File: src/rtl/dup_rx_filter.sv
module dup_rx_filter #(
  parameter int ADDR_W    = 40,
  parameter int PID_W     = 2,
  parameter int PLD_BYTES = 32
) (
  input  logic                   clk,
  input  logic                   rst_n,
  input  logic                   pkt_valid,
  input  logic [ADDR_W-1:0]      pkt_addr,
  input  logic [PID_W-1:0]       pkt_pid,
  input  logic [PLD_BYTES*8-1:0] pkt_data,
  input  logic                   fifo_full,
  output logic                   ack_req,
  output logic                   fifo_push,
  output logic [PLD_BYTES*8-1:0] fifo_data,
  output logic                   rx_ready
);
  localparam int PLD_W = PLD_BYTES * 8;

  logic              ref_valid;
  logic [ADDR_W-1:0] ref_addr;
  logic [PID_W-1:0]  ref_pid;
  logic [PLD_W-1:0]  ref_data;

  wire is_dup = ref_valid && (pkt_addr == ref_addr) && (pkt_pid == ref_pid) && (pkt_data == ref_data);
  wire take   = pkt_valid && !is_dup && !fifo_full;
  wire ack_nx = pkt_valid && (is_dup || !fifo_full);

  always_ff @(posedge clk) begin
    if (!rst_n) begin
      ref_valid <= 1'b0;
      ref_addr  <= '0;
      ref_pid   <= '0;
      ref_data  <= '0;
      ack_req   <= 1'b0;
      fifo_push <= 1'b0;
      rx_ready  <= 1'b0;
      fifo_data <= '0;
    end else begin
      ack_req   <= ack_nx;
      fifo_push <= take;
      rx_ready  <= take;
      if (take) begin
        ref_valid <= 1'b1;
        ref_addr  <= pkt_addr;
        ref_pid   <= pkt_pid;
        ref_data  <= pkt_data;
        fifo_data <= pkt_data;
      end
    end
  end

  AST_NO_PUSH_WHEN_FULL: assert property (@(posedge clk) disable iff (!rst_n)
    (pkt_valid && fifo_full) |=> !fifo_push);

  AST_QUIET_WHEN_IDLE: assert property (@(posedge clk) disable iff (!rst_n)
    !pkt_valid |=> (!ack_req && !fifo_push && !rx_ready));

  AST_PUSH_CARRIES_PAYLOAD: assert property (@(posedge clk) disable iff (!rst_n)
    pkt_valid |=> (fifo_push -> fifo_data == $past(pkt_data)));

  AST_PUSH_IS_ACKED: assert property (@(posedge clk) disable iff (!rst_n)
    (fifo_push || rx_ready) |-> ack_req);

  AST_FIRST_TAKEN: assert property (@(posedge clk) disable iff (!rst_n)
    (pkt_valid && !ref_valid && !fifo_full) |=> (fifo_push && rx_ready));
endmodule

File: config.mk
export PLATFORM = sky130hd
export DESIGN_NAME = dup_rx_filter
export DESIGN_NICKNAME = d
export VERILOG_FILES = /design/src/rtl/dup_rx_filter.sv
export SDC_FILE = /design/constraint.sdc
export NUM_CORES = 1
export LEC_CHECK = 0
export BUFFER_PORTS_ARGS = -buffer_cell sky130_fd_sc_hd__buf_2
export CORE_ASPECT_RATIO = 0.7
export CORE_MARGIN = 1.5
export CORE_UTILIZATION = 30
export DETAILED_ROUTE_END_ITERATION = 12
export PLACE_DENSITY_LB_ADDON = 0.05
export SLEW_MARGIN = 25
export SYNTH_ARGS = -nofsm -noshare
export SYNTH_HDL_FRONTEND = slang
export SYNTH_SLANG_ARGS = --single-unit
File: constraint.sdc
create_clock -name clk -period 3.04 [get_ports clk]
set_input_delay 0.152 -clock clk [delete_from_list [all_inputs] [get_ports clk]]
set_output_delay 0.152 -clock clk [all_outputs]
set_load 0.05 [all_outputs]
* After elaboration in Yosys (flattened, before gate mapping) *
Cells that the tools add are included.

word-level totals
  bits in registers = 301
  bits of input ports = 302
  output and inout bits = 259
  word-level logic and storage cells = 18

cells by class
  equal/unequal tests = 3
  reductions and logical operators = 9

operators with widths
  operator               number
  256-bit equality test  1
  40-bit equality test   1
  1-bit logical AND      6
  2-bit equality test    1
  1-bit logical NOT      2
  1-bit logical OR       1

* Longest topological paths before layout *
Gate-level depths: netlist of run 1.

  depth in word-level cells = 7
  mapped depth = 10
  gate-level depth less buffers = 7

* Worst setup path after synthesis of run 1 *
OpenSTA, ideal clock, no wires.

  path type = flip-flop to flip-flop
  start = reg fifo_data[114] (netlist name)
  end = reg ref_valid
  setup time = 115 ps
  arrival = 2,688 ps
  data required time = 2,925 ps
  path slack = 237 ps
  stages on the path, launching flop included = 11
  buffers on the path = 3
  clock period less this slack = 2,803 ps
  cells stage by stage = dfxtp_1 nor2b_1 a2111o_1 a2111oi_0 nand4_1 nor4_1 a311oi_1 buf_2 buf_4 buf_6 o21a_1

RTL lines
  element               line  source
  end signal, assigned  31    ref_valid <= 1'b0;
  end signal, assigned  44    ref_valid <= 1'b1;
  end, declared         20    logic ref_valid;

==> results.json, run 1 <==
{
  "start_util": 0.3028,
  "final_util": 0.4621,
  "p_clk_frac": 0.396,
  "place_congestion": 0.8648,
  "first_global_vias": 16308,
  "ctsLongestPathBuffers": 3,
  "grtUsageTotal": 0.2703,
  "startpoint_type": "flop",
  "p_seq_frac": 0.370,
  "multi_input_area_sq_um": 9027,
  "grt_pass1_wl_um": 107500,
  "ios": 561,
  "synth_warnings": 0,
  "cts_buffers": 37,
  "syn_area_per_cell_sq_um": 8.377,
  "hold_viol": 0,
  "critical_path.slowest_cell": "a2111o_1",
  "setup_violations": 0,
  "cts_tree": "done",
  "crit_fanout": 32,
  "holdWs_ns": 0.06456,
  "final_cell_mix": "598 x nand2_1, 559 x buf_2, 301 x dfxtp_1, 300 x dlygate4sd3_1, 298 x mux2i_1",
  "end_kind": "flop",
  "first_pass_iters": 6,
  "powerDensity_nw_per_um2": 487.4,
  "arrival_ns": 3.38,
  "fmax_ghz": 0.3443,
  "ys_seq_area_frac": 0.3818,
  "slew_violations": 0,
  "dpl.hpwl_um": 59210,
  "avgViaCountPerCell": 4.718,
  "grt_max_degree": 126,
  "postCtsSetupBuffers": 0,
  "worstPathRequired_ns": 3.51,
  "p_switching_mw": 3.771,
  "antenna_left": 0,
  "dr_total_vias": 16356,
  "core_region_area_sq_um": 52110,
  "cap_violations": 0,
  "rrSetupSlack_ns": 0.14,
  "port_buffers": 560,
  "drive_gt1_frac": 0.2515,
  "drt_iter0_markers": 928,
  "grt_antenna_before_repair": 12,
  "die_y_um": 194.9,
  "max-slew-margin-rel": 0.5507,
  "p_int_mw": 7.966,
  "synth-seq-cells": 301,
  "nFillCells": 5153,
  "drc": 0,
  "dieArea_sq_um": 54010,
  "crit_chain": "nor2b_1 > a2111o_1 > a2111oi_2 > buf_4 > nand4_1 > nor4_1 > buf_4 > a311oi_4 > buf_12 > buf_12 > mux2i_1",
  "outcome": "finished, final reports clean",
  "nNetsFinal": 3050,
  "syn_nets": 2186,
  "netlist_instances": 1884,
  "layout_commonest_cell": "nand2_1",
  "max_slew.worst_pin.slew_ns": 0.6740,
  "clock_latency_ns": 0.56,
  "min_period_over_period": 0.9555,
  "post_drt_wl_per_cell_um": 21.57,
  "synth_cell_types": 29,
  "swShare": 0.3213,
  "fp.dieW_um": 277.1,
  "critPathKind": "reg -> reg",
  "cts_root_buf": "clkbuf_16",
  "cpPeakStageDelay_ns": 0.41,
  "fin_skew_ns": 0.01519,
  "min_period_ns": 2.905,
  "cts.sinks": 301,
  "regArea_sq_um": 6026,
  "cts-htree-levels": 2,
  "p_comb_frac": 0.234,
  "synthToLayoutAreaGrowth_pct": 52.60,
  "drt_wl_total_um": 74780,
  "synthesis.area_sq_um": 15780,
  "min_path_type": "in -> reg",
  "grt_overflow": 0,
  "power_leakage_nw": 10.86,
  "vdd_drop_max_mv": 0.3195,
  "rows": 70,
  "finalSetupTns_ns": 0,
  "clk_pin_slew_ns": 0.06
}
through the flow:
| step | instance area [sq um] | cells | setup WS (ns) | power (mW) |
|---|---|---|---|---|
| 2_1_floorplan | 15780 | 1884 | 0.2372 | 5.837 |
| 3_3_place_gp | 19690 | 3093 | -0.3817 | 6.801 |
| 3_5_place_dp | 19690 | 3093 | -0.3890 | 6.832 |
| 4_1_cts | 23970 | 3459 | 0.007220 | 11.86 |
| 5_1_grt | 24070 | 3462 | -0.02833 | 12.18 |
| 6_report | 24080 | 3467 | 0.1353 | 11.74 |
layer usage:
metal  share of wire  global-route usage  wire length, um  up-vias
li1                -                   -                -     8001
met1            0.45              0.3543            33950     7828
met2            0.47              0.4543            35020      434
met3           0.059             0.05950             4434       85
met4           0.018             0.05739             1330        8
met5         0.00060                   0               45        -
repair_timing:
action / CTS / global route
endpoints found under the setup margin: 301 / 293
resized for setup: 6 / 13
endpoints found under the hold margin: 300 / 0
hold buffers: 300 / 0
power by group through the flow:
stage          Clock, mW  Sequential [mW]  Combinational [mW]
2_1_floorplan          0             4.99               0.843
3_3_place_gp           0             4.41                2.39
3_5_place_dp           0             4.42                2.41
4_1_cts             4.77             4.34                2.75
5_1_grt             4.90             4.37                2.92
6_report            4.65             4.34                2.75
critical path, delay by kind of cell (launching register included):
family          cells  cell delay [ns]
mux                 1             0.21
simple gates        3             0.63
flops               1             0.33
buf+inv             4             0.74
compound gates      3             0.86
worst paths after layout:
check,startpoint,to,cells past startpoint
max,fifo_data[45],fifo_data[18],11
min,rst_n,fifo_data[218],3
max reg2reg,fifo_data[45],fifo_data[18],11
min reg2reg,ref_pid[1],ref_pid[1],2
synth_stat cells:
master | n | share of area
dfxtp_1 | 301 | 0.38
nor2_1 | 1 | 0.00024
o21a_1 | 1 | 0.00048
mux2i_1 | 298 | 0.19
nand2b_1 | 62 | 0.025
nand4_1 | 33 | 0.013
inv_1 | 97 | 0.023
o2bb2ai_1 | 3 | 0.0017
o221ai_1 | 3 | 0.0017
nor3b_1 | 1 | 0.00048
clkbuf_1 | 68 | 0.016
xnor2_1 | 97 | 0.054
a21oi_1 | 1 | 0.00032
nor4_1 | 39 | 0.015
o2111ai_1 | 20 | 0.011
nand2_1 | 598 | 0.14
a311oi_1 | 1 | 0.00056
a2111oi_0 | 8 | 0.0044
o22ai_1 | 33 | 0.013
nand3_1 | 4 | 0.0013
a22o_1 | 3 | 0.0017
a2111o_1 | 30 | 0.021
xor2_1 | 48 | 0.027
buf_4 | 3 | 0.0014
buf_2 | 19 | 0.0060
a221o_1 | 2 | 0.0013
nor3_1 | 1 | 0.00032
buf_6 | 11 | 0.0078
nor2b_1 | 98 | 0.039
state kept, by name, indices dropped and copies added, names as in the netlist:
| name | flops |
|---|---|
| ref_valid | 1 |
| rx_ready | 1 |
| ref_pid | 2 |
| ref_addr | 40 |
| fifo_data | 256 |
| ack_req | 1 |
kinds of logic after synthesis:
group / count (synthesis) / share of synthesized area
buffers and inverters: 198 / 0.05455
multiplexers: 298 / 0.1890
flip-flops: 301 / 0.3818
XOR/XNOR: 145 / 0.08047
AO/OA/AOI/OAI: 105 / 0.05764
AND/OR/NAND/NOR: 837 / 0.2365
final cells by class:
type | count | share of cell area
Clock inverter | 6 | 0.002442
Antenna cell | 8 | 0.0008313
Timing Repair Buffer | 926 | 0.2714
Multi-Input combinational cell | 1385 | 0.3748
Tap cell | 684 | 0.03554
Clock buffer | 60 | 0.04962
Inverter | 97 | 0.01512
Sequential cell | 301 | 0.2502
Power figures use the tool's default switching activity.
==> run 2, diff against run 1 <==
ABC_AREA = 1   (was unset)
clock period = 2.41 ns   (was 3.04 ns; I/O delays follow)
==> results.json, run 2 <==
{
  "crit_fanout": 38,
  "avgViaCountPerCell": 4.757,
  "largest_register_ffs": 256,
  "fin_skew_ns": 0.009804,
  "layout.cells.non_filler": 4718,
  "fp.dieW_um": 292.4,
  "min_period_over_period": 0.9988,
  "end_kind": "flop",
  "regArea_sq_um": 6085,
  "final_cell_mix": "813 x nand2_1, 559 x buf_2, 435 x inv_1, 424 x nor2_1, 296 x nand3_1",
  "min_to": "fifo_data[105]",
  "cts-htree-levels": 2,
  "worstPathRequired_ns": 2.89,
  "synth_most_common_cell": "nand2_1",
  "grt_overflow": 0,
  "placed_cells": 4326,
  "powerDensity_nw_per_um2": 583.7,
  "max_slew.worst_pin.slew_ns": 0.7668,
  "clk_pin_slew_ns": 0.06,
  "fmax_ghz": 0.4154,
  "dpl.hpwl_um": 70500,
  "layout_commonest_cell": "nand2_1",
  "min_path_type": "in -> reg",
  "grt_max_degree": 165,
  "max-slew-margin-rel": 0.4888,
  "synthAdderAreaFrac": 0,
  "holdPathStages": 6,
  "min_period_ns": 2.407,
  "final_util": 0.4683,
  "synth_top_area_frac": 0.3426,
  "synth_compound_area_frac": 0.1252,
  "crit_chain": "nand2_4 > o21ai_0 > nor2_1 > nand2_1 > nor2_4 > nand2_1 > nor2_4 > nand2_2 > nor2_4 > nand3_4 > buf_12 > buf_12 > nand3_1 > nand2_1 > nor2_1",
  "ys_seq_area_frac": 0.3426,
  "synth-main-ff-cell": "dfxtp_1",
  "nNetsFinal": 4223,
  "synth_top_family_by_area": "simple AND/OR/NAND/NOR gates",
  "core_region_area_sq_um": 58150,
  "cts_root_buf": "clkbuf_16",
  "grt_antenna_before_repair": 14,
  "synth-async-reset-ratio": 0,
  "slew_violations": 0,
  "r2r_cells": 15,
  "first_pass_iters": 6,
  "grtUsageTotal": 0.2903,
  "start_util": 0.3025,
  "drc": 0,
  "path_buf_inv": 2,
  "cpLargestDelayFamily": "simple AND/OR/NAND/NOR gates",
  "cap_violations": 0,
  "clock_latency_ns": 0.56,
  "largest_register": "fifo_data",
  "synth_cell_types": 19,
  "setup_violations": 0,
  "vdd_drop_max_mv": 0.3631,
  "cts_tree": "done",
  "synthesis.area_sq_um": 17590,
  "cpPeakStageDelay_ns": 0.35,
  "rsz0062_at_grt": "yes",
  "synth-simple-area-share": 0.3746,
  "synthXorXnorAreaFrac": 0.02440,
  "outcome": "finished, final reports clean",
  "crit_cells": 15,
  "cp-startpoint": "fifo_data[139]",
  "synth.area.mux_share": 0,
  "r2r-start": "fifo_data[139]",
  "syn_nets": 3346,
  "startpoint_type": "flop",
  "drive_gt1_frac": 0.2406,
  "port_buffers": 560,
  "netlist_instances": 3044,
  "multi_input_area_sq_um": 9834,
  "post_drt_wl_per_cell_um": 19.85,
  "cts.sinks": 301,
  "nFillCells": 6082,
  "synth_warnings": 0,
  "drt_iter0_markers": 1910,
  "critical_path.slowest_cell": "dfxtp_2",
  "hp-start": "pkt_data[105]",
  "arrival_ns": 2.89,
  "syn_area_per_cell_sq_um": 5.778,
  "reg2reg_to": "fifo_data[215]",
  "antenna_left": 0,
  "grt_pass1_wl_um": 129300,
  "cts_buffers": 38,
  "die_y_um": 205.6,
  "reg_top3": "fifo_data: 256 flops, ref_addr: 40 flops, ref_pid: 2 flops",
  "synthToLayoutAreaGrowth_pct": 54.83,
  "hold_viol": 0,
  "rrSetupSlack_ns": 0.003,
  "synth-seq-cells": 301,
  "ios": 561,
  "power_leakage_nw": 14.12,
  "synth_area_leaders": "dfxtp_1 34%, nand2_1 18%, nor2_1 10%, inv_1 9.3%, nand3_1 8.5%",
  "critPathKind": "reg -> reg",
  "rows": 74,
  "power.total_mw": 15.90,
  "dr_total_vias": 22443,
  "synth_top_area_cell": "dfxtp_1",
  "synth_commonest_cells": "862 x nand2_1, 475 x nor2_1, 437 x inv_1",
  "first_global_vias": 20205,
  "ctsLongestPathBuffers": 3,
  "finalSetupTns_ns": 0,
  "drt_wl_total_um": 93650,
  "synth-edff-count": 0,
  "holdWs_ns": 0.03829,
  "place_congestion": 0.9165,
  "dieArea_sq_um": 60110
}
-- run 2: logic make-up (layout without fill, tap and decap cells) --
logic type                Yosys count  after routing
AOI/OAI and AO/OA                 440            440
xor gates and xnor gates           49             49
buffers and inverters             604           1509
DFF                               301            301
other                               0              9
and+or+nand+nor                  1650           1650
-- run 2: final cells by class --
type | count | share of cell area
Multi-Input combinational cell | 2139 | 0.3611
Timing Repair Buffer | 1003 | 0.2747
Sequential cell | 301 | 0.2234
Inverter | 438 | 0.06038
Clock buffer | 63 | 0.04365
Tap cell | 760 | 0.03492
Clock inverter | 5 | 0.0009189
Antenna cell | 9 | 0.0008271
-- run 2: routing by layer --
metal / track usage / vias to the layer above / part of all wire
met5: 0 / - / 0.00059
met4: 0.05570 / 8 / 0.017
met3: 0.05401 / 93 / 0.075
met2: 0.4636 / 727 / 0.45
met1: 0.4080 / 10473 / 0.46
li1: - / 11142 / -
-- run 2: metrics by stage --
step | cell area [sq um] | setup slack (ns)
2_1_floorplan | 17590 | 0.1579
3_3_place_gp | 21960 | -0.3471
3_5_place_dp | 21960 | -0.2667
4_1_cts | 26290 | -0.002303
5_1_grt | 27210 | -0.09609
6_report | 27230 | 0.002924
-- run 2: worst max path at each step --
stage	slack, ns	to
after floorplan	0.16	fifo_data[229]
after global placement	-0.35	fifo_data[214]
after detailed placement	-0.27	ref_addr[15]
after CTS	-0.002	fifo_data[164]
after global routing	-0.1	fifo_data[88]
final	0.003	fifo_data[215]
-- run 2: report_power, final --
group | switching (mW) | leakage, nW | internal [mW]
combinational | 2.91 | 11.0 | 1.52
sequential | 0.309 | 2.50 | 5.32
clock | 2.47 | 0.599 | 3.35
-- run 2: what timing repair did --
item                                    4_1_cts  5_1_grt
endpoints found under the hold margin       292        0
endpoints found under the setup margin      301      300
gates cloned                                  1       16
resized for setup                            42      206
hold buffers                                294        0
pin swaps                                     2       42
setup buffers                                 1        3
-- run 2: tightest hold or removal path: cells and delay by family --
kind | cells | cell delay, ns
buffers and inverters | 3 | 0.26
AND/OR/NAND/NOR | 3 | 0.19
==> run 3, diff against run 2 <==
RECOVER_POWER = 50   (was unset)
==> results.json, run 3 (synthesis gave the netlist of run 2 again) <==
{
  "outcome": "finished, final reports clean",
  "power_leakage_nw": 13.54,
  "powerDensity_nw_per_um2": 586.2,
  "grt_pass1_wl_um": 129300,
  "dr_total_vias": 22492,
  "p_seq_frac": 0.356,
  "port_buffers": 560,
  "max-slew-margin-rel": 0.3808,
  "fp.dieW_um": 292.4,
  "layout_commonest_cell": "nand2_1",
  "grt_max_degree": 165,
  "crit_chain": "or2_2 > nand4_1 > nor3_2 > buf_4 > nand3_1 > nor2_2 > nand3_4 > clkbuf_16 > clkbuf_16 > a21oi_1 > nor2_1",
  "avgViaCountPerCell": 4.767,
  "reg_top3": "fifo_data: 256 flops, ref_addr: 40 flops, ref_pid: 2 flops",
  "min_period_ns": 2.408,
  "synthToLayoutAreaGrowth_pct": 53.75,
  "vdd_drop_max_mv": 0.3621,
  "cts.sinks": 301,
  "end_kind": "flop",
  "drt_iter0_markers": 1948,
  "drc": 0,
  "p_switching_mw": 5.698,
  "largest_register": "fifo_data",
  "fin_skew_ns": 0.01081,
  "swShare": 0.3594,
  "path_common_cell": "clkbuf_16",
  "drt_wl_total_um": 93670,
  "largest_register_ffs": 256,
  "p_clk_frac": 0.367,
  "p_comb_frac": 0.277,
  "core_region_area_sq_um": 58150,
  "slew_violations": 0,
  "antenna_left": 0,
  "place_congestion": 0.9165,
  "fmax_ghz": 0.4153,
  "final_util": 0.4651,
  "rsz0062_at_grt": "yes",
  "min_path_type": "in -> reg",
  "cts_buffers": 38,
  "crit_fanout": 23,
  "p_int_mw": 10.16,
  "max_slew.worst_pin.slew_ns": 0.9328,
  "first_global_vias": 20205,
  "clk_pin_slew_ns": 0.06,
  "hold_viol": 0,
  "start_util": 0.3025,
  "arrival_ns": 2.85,
  "cts-htree-levels": 2,
  "cts_root_buf": "clkbuf_16",
  "dieArea_sq_um": 60110,
  "cap_violations": 0,
  "grt_antenna_before_repair": 14,
  "setup_violations": 0,
  "critPathKind": "reg -> reg",
  "nNetsFinal": 4223,
  "startpoint_type": "flop",
  "final_cell_mix": "813 x nand2_1, 435 x inv_1, 424 x nor2_1, 408 x buf_2, 296 x nand3_1",
  "post_drt_wl_per_cell_um": 19.85,
  "finalSetupTns_ns": 0,
  "worstPathRequired_ns": 2.86,
  "grt_overflow": 0,
  "die_y_um": 205.6,
  "clock_latency_ns": 0.56,
  "critical_path.slowest_cell": "dfxtp_1",
  "min_period_over_period": 0.9991,
  "ios": 561,
  "rows": 74,
  "ctsLongestPathBuffers": 3,
  "cts_tree": "done",
  "grtUsageTotal": 0.2903,
  "dpl.hpwl_um": 70500,
  "drive_gt1_frac": 0.2023,
  "cpPeakStageDelay_ns": 0.37,
  "first_pass_iters": 5
}
-- run 3: changes by cell type in the layout (fill, tap and decap cells not counted), sizes merged --
cell	before	now
buf	697	546
clkbuf	74	225
-- run 3: path summary, 6_finish.rpt --
check                 startpoint             end  slack (ns)  cells after the start
setup / recovery  fifo_data[109]  fifo_data[245]       0.002                     11
hold / removal     pkt_data[105]  fifo_data[105]        0.04                      6
setup reg to reg  fifo_data[109]  fifo_data[245]       0.002                     11
hold reg to reg        ref_valid       ref_valid        0.48                      2
-- run 3: metal layers --
metal,vias to the layer above,GRT usage,wire length [um]
met5,-,0,55
met4,8,0.05570,1608
met3,90,0.05401,6789
met2,715,0.4636,42240
met1,10534,0.4080,42980
li1,11145,-,-
-- run 3: final cells by class --
type / count / area [sq um]
Antenna cell: 9 / 22.52
Clock buffer: 63 / 1189
Clock inverter: 5 / 25.02
Fill cell: 6149 / 31100
Inverter: 438 / 1644
Multi-Input combinational cell: 2139 / 9834
Sequential cell: 301 / 6085
Tap cell: 760 / 950.9
Timing Repair Buffer: 1003 / 7292
-- run 3: worst max-delay path, delay by kind of cell (launching register included) --
kind	cells	cell delay, ns
flops	1	0.37
buf+inv	3	0.63
compound gates	1	0.13
simple gates	7	1.16
-- run 3: power groups by stage --
stage	combinational (mW)	sequential (mW)	clock, mW
floorplan	1.40	6.65	0
global placement	3.84	5.70	0
detailed placement	3.88	5.71	0
CTS	4.33	5.61	5.94
global route	4.73	5.68	6.15
finish	4.39	5.64	5.82
-- run 3: what timing repair did --
item	in CTS	in global routing
endpoints found under the setup margin	301	300
pin swaps	2	42
resized for setup	42	206
setup buffers	1	3
cloned	1	16
hold endpoints to repair	292	0
hold buffers	294	0
-- run 3: stage by stage --
stage / setup WS, ns / hold slack [ns] / area (sq um) / std cells / power, mW
2_1_floorplan: 0.1579 / 0.2116 / 17590 / 3044 / 8.056
3_3_place_gp: -0.3471 / 0.3500 / 21960 / 4326 / 9.541
3_5_place_dp: -0.2667 / 0.3561 / 21960 / 4326 / 9.587
4_1_cts: -0.002303 / 0.004032 / 26290 / 4690 / 15.87
5_1_grt: -0.09609 / 0.06268 / 27020 / 4709 / 16.56
6_report: 0.002078 / 0.03897 / 27040 / 4718 / 15.85
